**config.mk**
```make
export PLATFORM = sky130hd
export DESIGN_NAME = uplink_tx
export DESIGN_NICKNAME = d
export VERILOG_FILES = /design/src/rtl/uplink_pkg.sv /design/src/rtl/uplink_tick_counter.sv /design/src/rtl/uplink_bit_shifter.sv /design/src/rtl/uplink_tx.sv
export SDC_FILE = /design/constraint.sdc
export NUM_CORES = 1
export LEC_CHECK = 0
export BUFFER_PORTS_ARGS = -buffer_cell sky130_fd_sc_hd__buf_2
export CAP_MARGIN = 25
export CORE_UTILIZATION = 35
export CTS_CLUSTER_SIZE = 20
export DETAILED_ROUTE_END_ITERATION = 6
export SLEW_MARGIN = 0
export SYNTH_ARGS = -nofsm -noshare
export SYNTH_HDL_FRONTEND = slang
export SYNTH_SLANG_ARGS = --single-unit
```
**constraint.sdc**
```tcl
create_clock -name clk -period 3.4 [get_ports clk]
set_input_delay 0.17 -clock clk [delete_from_list [all_inputs] [get_ports clk]]
set_output_delay 0.17 -clock clk [all_outputs]
set_load 0.02 [all_outputs]
```
**src/rtl/uplink_pkg.sv**
```systemverilog
package uplink_pkg;

  typedef enum logic [1:0] {
    ST_IDLE = 2'd0,
    ST_WAIT = 2'd1,
    ST_SEND = 2'd2
  } tx_state_t;

  // keystream steps taken while waiting: one per whole slot of the wait, minus one
  function automatic int wait_steps(int wait_ticks, int slot_ticks);
    return wait_ticks / slot_ticks - 1;
  endfunction

endpackage

```
**src/rtl/uplink_tick_counter.sv**
```systemverilog
module uplink_tick_counter #(
  parameter int W = 10
) (
  input  logic         clk,
  input  logic         rst,
  input  logic         load,
  input  logic [W-1:0] load_val,
  input  logic         tick,
  output logic [W-1:0] count
);

  always_ff @(posedge clk) begin
    if (rst) begin
      count <= '0;
    end else if (load) begin
      count <= load_val;
    end else if (tick && (count != '0)) begin
      count <= count - W'(1);
    end
  end

endmodule

```
**src/rtl/uplink_bit_shifter.sv**
```systemverilog
module uplink_bit_shifter #(
  parameter int N  = 12,
  parameter int LW = 4
) (
  input  logic          clk,
  input  logic          rst,
  input  logic          load,
  input  logic [N-1:0]  load_data,
  input  logic [LW-1:0] load_len,
  input  logic          shift,
  output logic          head,
  output logic          next_bit,
  output logic          final_bit
);

  logic [N-1:0]  q;
  logic [LW-1:0] left;

  always_ff @(posedge clk) begin
    if (rst) begin
      q    <= '0;
      left <= '0;
    end else if (load) begin
      q    <= load_data;
      left <= load_len;
    end else if (shift) begin
      q    <= {1'b0, q[N-1:1]};
      left <= left - LW'(1);
    end
  end

  assign head      = q[0];
  assign next_bit  = q[1];
  assign final_bit = (left == LW'(1));

endmodule

```
**src/rtl/uplink_tx.sv**
```systemverilog
module uplink_tx #(
  parameter int SLOT_TICKS = 21,
  parameter int REPLY_WAIT = 70,
  parameter int ACK_WAIT   = 758,
  parameter int MAX_BITS   = 12,
  parameter int LEN_W      = $clog2(MAX_BITS + 1)
) (
  input  logic                clk,
  input  logic                rst,
  input  logic                tick,
  input  logic                req_valid,
  input  logic [MAX_BITS-1:0] req_data,
  input  logic [LEN_W-1:0]    req_len,
  input  logic                req_ack,
  input  logic                ks_bit,
  output logic                ks_adv,
  output logic                mod_en,
  output logic                busy,
  output logic                done
);
  import uplink_pkg::*;

  localparam int LONG_WAIT  = (ACK_WAIT > REPLY_WAIT) ? ACK_WAIT : REPLY_WAIT;
  localparam int TMR_W      = $clog2(LONG_WAIT + 1);
  localparam int REPLY_SKIP = wait_steps(REPLY_WAIT, SLOT_TICKS);
  localparam int ACK_SKIP   = wait_steps(ACK_WAIT, SLOT_TICKS);
  localparam int LONG_SKIP  = (ACK_SKIP > REPLY_SKIP) ? ACK_SKIP : REPLY_SKIP;
  localparam int SKIP_W     = $clog2(LONG_SKIP + 2);

  tx_state_t state_q;
  logic      xor_q, mod_q, busy_q, done_q, ks_q;

  logic             accept, wait_end, slot_end, skip_step, tmr_last;
  logic [TMR_W-1:0] tmr_cnt, tmr_val;
  logic [SKIP_W-1:0] skip_cnt, skip_val;
  logic [LEN_W-1:0] len_eff;
  logic [MAX_BITS-1:0] data_eff;
  logic head, next_bit, final_bit, shift;

  assign accept    = (state_q == ST_IDLE) && req_valid;
  assign tmr_last  = (tmr_cnt == TMR_W'(1));
  assign wait_end  = (state_q == ST_WAIT) && tick && tmr_last;
  assign slot_end  = (state_q == ST_SEND) && tick && tmr_last;
  assign skip_step = (state_q == ST_WAIT) && tick && (skip_cnt != '0);
  assign shift     = slot_end && !final_bit;

  assign tmr_val  = accept ? (req_ack ? TMR_W'(ACK_WAIT) : TMR_W'(REPLY_WAIT))
                           : TMR_W'(SLOT_TICKS);
  assign skip_val = req_ack ? SKIP_W'(ACK_SKIP) : SKIP_W'(REPLY_SKIP);

  always_comb begin
    if (req_ack) begin
      len_eff  = LEN_W'(1);
      data_eff = MAX_BITS'(1);
    end else begin
      data_eff = req_data;
      if (req_len == '0)
        len_eff = LEN_W'(1);
      else if (req_len > LEN_W'(MAX_BITS))
        len_eff = LEN_W'(MAX_BITS);
      else
        len_eff = req_len;
    end
  end

  // shared phase timer: turnaround first, then one slot at a time
  uplink_tick_counter #(.W(TMR_W)) u_phase (
    .clk      (clk),
    .rst      (rst),
    .load     (accept | wait_end | shift),
    .load_val (tmr_val),
    .tick     (tick && (state_q != ST_IDLE)),
    .count    (tmr_cnt)
  );

  // keystream steps owed during the turnaround
  uplink_tick_counter #(.W(SKIP_W)) u_skip (
    .clk      (clk),
    .rst      (rst),
    .load     (accept),
    .load_val (skip_val),
    .tick     (tick && (state_q == ST_WAIT)),
    .count    (skip_cnt)
  );

  uplink_bit_shifter #(.N(MAX_BITS), .LW(LEN_W)) u_bits (
    .clk       (clk),
    .rst       (rst),
    .load      (accept),
    .load_data (data_eff),
    .load_len  (len_eff),
    .shift     (shift),
    .head      (head),
    .next_bit  (next_bit),
    .final_bit (final_bit)
  );

  always_ff @(posedge clk) begin
    if (rst) begin
      state_q <= ST_IDLE;
      xor_q   <= 1'b0;
      mod_q   <= 1'b0;
      busy_q  <= 1'b0;
      done_q  <= 1'b0;
      ks_q    <= 1'b0;
    end else begin
      done_q <= 1'b0;
      ks_q   <= 1'b0;
      unique case (state_q)
        ST_IDLE: begin
          if (accept) begin
            state_q <= ST_WAIT;
            busy_q  <= 1'b1;
            xor_q   <= !req_ack;
          end
        end
        ST_WAIT: begin
          if (skip_step) ks_q <= 1'b1;
          if (wait_end) begin
            state_q <= ST_SEND;
            mod_q   <= head ^ (xor_q & ks_bit);
            ks_q    <= 1'b1;
          end
        end
        ST_SEND: begin
          if (slot_end) begin
            if (final_bit) begin
              state_q <= ST_IDLE;
              mod_q   <= 1'b0;
              busy_q  <= 1'b0;
              done_q  <= 1'b1;
            end else begin
              mod_q <= next_bit ^ (xor_q & ks_bit);
              ks_q  <= 1'b1;
            end
          end
        end
        default: state_q <= ST_IDLE;
      endcase
    end
  end

  assign mod_en = mod_q;
  assign busy   = busy_q;
  assign done   = done_q;
  assign ks_adv = ks_q;

endmodule

```
==> flow_metrics.env <==
export IMPL_pre_cts_slack_ns=1.17
export IMPL_cts_hold_buffers_added=0
export IMPL_min_from="req_len[3]"
export IMPL_wl_per_cell_um=13.6
export IMPL_p_seq_frac=0.380
export IMPL_hpwl_mm=3.33
export IMPL_final_antenna_net_count=0
export IMPL_rows=27
export IMPL_rsz0062_at_grt="false"
export IMPL_grt_max_degree=34
export IMPL_rr_startpoint="u_phase.count[1]$_SDFFE_PP0P_"
export IMPL_crit_required_ns=3.56
export IMPL_startpoint="u_phase.count[1]$_SDFFE_PP0P_"
export IMPL_yosys_warnings=0
export IMPL_cap_violations=0
export IMPL_run_status="complete, no violations"
export IMPL_cts_made_buffers=5
export IMPL_fin_crit_sh=0.659
export IMPL_setup_viol=0
export IMPL_post_route_util=0.420
export IMPL_drtPass1Iterations=4
export IMPL_via_per_inst=5.16
export IMPL_grt_pass1_wl_mm=8.02
export IMPL_grt_usage=0.161
export IMPL_pwr_share_clk=0.230
export IMPL_dr_total_vias=1755
export IMPL_cts_tree="built"
export IMPL_nNetsFinal=300
export IMPL_drive_gt1_frac=0.164
export IMPL_synth_area_per_cell_um2=8.57
export IMPL_ys_flop_type="dfxtp_1"
export IMPL_area_growth_pct=12.7
export IMPL_drc=0
export IMPL_worst_ep_arrival_time_ns=2.40
export IMPL_worstPathMaxFanout=10
export IMPL_io_buffers=25
export IMPL_hp_class="in -> reg"
export IMPL_met1_usage=0.229
export IMPL_grtUsageMet2=0.238
export IMPL_path_class="reg -> reg"
export IMPL_num_antenna_cells=0
export IMPL_cts_root_buf="clkbuf_8"
export IMPL_p_int_mw=1.05
export IMPL_finalHoldViolations=0
export IMPL_reg2reg_slack_ns=1.16
export IMPL_endpoint_kind="flip-flop"
export IMPL_insertion_delay_ns=0.30
export IMPL_p_switching_mw=0.651
export IMPL_mostFrequentLayoutCells="dfxtp_1 (39), nor2_1 (29), buf_2 (25), a21oi_1 (18), nand2_1 (17)"
export IMPL_synth_distinct_cells=48
export IMPL_irDropWorstVdd_mv=0.337
export IMPL_clk_pin_slew_ns=0.08
export IMPL_fin_tns_setup_ns=0
export IMPL_cts_setup_buffers=0
export IMPL_coreArea_um2=5640
export IMPL_ys_seq_area_frac=0.372
export IMPL_startpoint_type="flip-flop"
export IMPL_syn_num_nets=278
export IMPL_die_w_um=79.5
export IMPL_postLayoutSetupSlackWorst_ns=1.16
export IMPL_post_route_min_period_ns=2.24
export IMPL_die_height_um=79.5
export IMPL_top_usage_layer="met2"
export IMPL_synth_edf_count=0
export IMPL_relSlewSlack=0.542
export IMPL_post_cts_resized=0
export IMPL_drt_wl_total_mm=4.64
export IMPL_comb_power_share=0.390
export IMPL_syn_area_um2=2100
export IMPL_cts_sinks=39
export IMPL_yosys_register_bits=39
export IMPL_async_flop_share=0
export IMPL_grt_pass1_vias=1668
export IMPL_fmax_ghz=0.446
export IMPL_initial_core_util=0.372
export IMPL_grtUsageMet3=0.0343
export IMPL_htree_levels=2
export IMPL_syn_inst=245
export IMPL_gp_congestion=0.766
export IMPL_die_area_um2=6320
export IMPL_placed_area_um2=2250
export IMPL_clk_path_buf_depth=2
export IMPL_fill_cells=566
export IMPL_stdcell_area_um2=2370
export IMPL_io_pins=26
export IMPL_p_per_area_nw_per_um2=719
export IMPL_slew_viol_final=0
export IMPL_worst_pin_slew_ns=0.683
export IMPL_p_leak_nw=0.900
export IMPL_drt_first_iter_violations=123
export IMPL_final_common_cell="dfxtp_1"
export IMPL_swShare=0.382
export IMPL_fin_worst_skew_ns=0.00938
export IMPL_antenna_found_initial=0
export IMPL_gr_total_overflow=0
state kept, by name (all words and copies together), names as in the netlist:
register       count
state_q            2
u_bits.left        4
xor_q              1
u_skip.count       6
done               1
ks_adv             1
u_phase.count     10
mod_en             1
u_bits.q          12
busy               1
cell families after synthesis:
family | after synthesis | synth area share
XOR/XNOR | 11 | 0.0459
flip-flops | 39 | 0.372
adder cells (fa/ha/maj) | 11 | 0.0655
buffers and inverters | 27 | 0.0631
AO/OA/AOI/OAI | 62 | 0.201
multiplexers | 11 | 0.0524
AND/OR/NAND/NOR | 84 | 0.200
worst paths after layout:
kind,end,depth (start not counted)
min,u_bits.left[3]$_SDFFE_PP0P_,3
max reg2reg,u_phase.count[1]$_SDFFE_PP0P_,7
max,u_phase.count[1]$_SDFFE_PP0P_,7
min reg2reg,u_bits.q[1]$_SDFFE_PP0P_,2
metal layers:
layer	share of wire	up-vias	wire, um
met5	0	-	0
met4	0.0086	0	40
met3	0.040	5	187
met2	0.42	31	1970
met1	0.53	802	2450
li1	-	917	-
final cells by class:
type                            instances  area [um2]  share of cell area
Multi-Input combinational cell        179        1190               0.502
Sequential cell                        39         781               0.330
Timing Repair Buffer                   27         140              0.0592
Tap cell                               72        90.1              0.0381
Clock buffer                            5        68.8              0.0291
Inverter                               15        56.3              0.0238
Clock inverter                          3        43.8              0.0185
critical path: stages (launching register included):
cell	delay (ns)
dfxtp_1	0.32
inv_1	0.09
ha_1	0.13
or4bb_1	0.43
or3_4	0.41
o21ai_4	0.30
or2_0	0.29
o22ai_1	0.13
per-stage QoR:
stage	instances	hold WS [ns]	power [mW]
detailed placement	332	0.411	1.32
finish	340	0.109	1.70
global route	340	0.135	1.85
global placement	332	0.417	1.31
CTS	340	0.106	1.71
floorplan	245	0.279	1.18
Yosys cell counts (all sizes together) (2+ instances only):
cell type,number,area share
mux2i,11,0.052
inv,15,0.027
o211ai,2,0.0071
nor3b,2,0.0071
xor2,6,0.025
buf,3,0.020
o21ai,8,0.024
or3b,2,0.0083
clkbuf,9,0.016
nor2b,2,0.0060
nor2,30,0.057
xnor2,5,0.021
a21oi,18,0.043
a311oi,3,0.013
nand2,17,0.030
or3,3,0.011
ha,11,0.066
nor3,9,0.021
a31oi,3,0.0089
dfxtp,39,0.37
nand2b,2,0.0060
o22ai,4,0.012
a31o,2,0.0083
a221oi,2,0.0083
o31ai,2,0.0071
nand3,7,0.017
a211oi,11,0.039
power by group through the flow:
stage	Clock (mW)	Sequential [mW]	Combinational (mW)
after detailed placement	0	0.654	0.662
after global routing	0.426	0.663	0.758
final	0.392	0.646	0.664
after CTS	0.402	0.645	0.666
after floorplan	0	0.639	0.542
after global placement	0	0.654	0.654
Note: power is estimated with default switching activity, not from simulation.
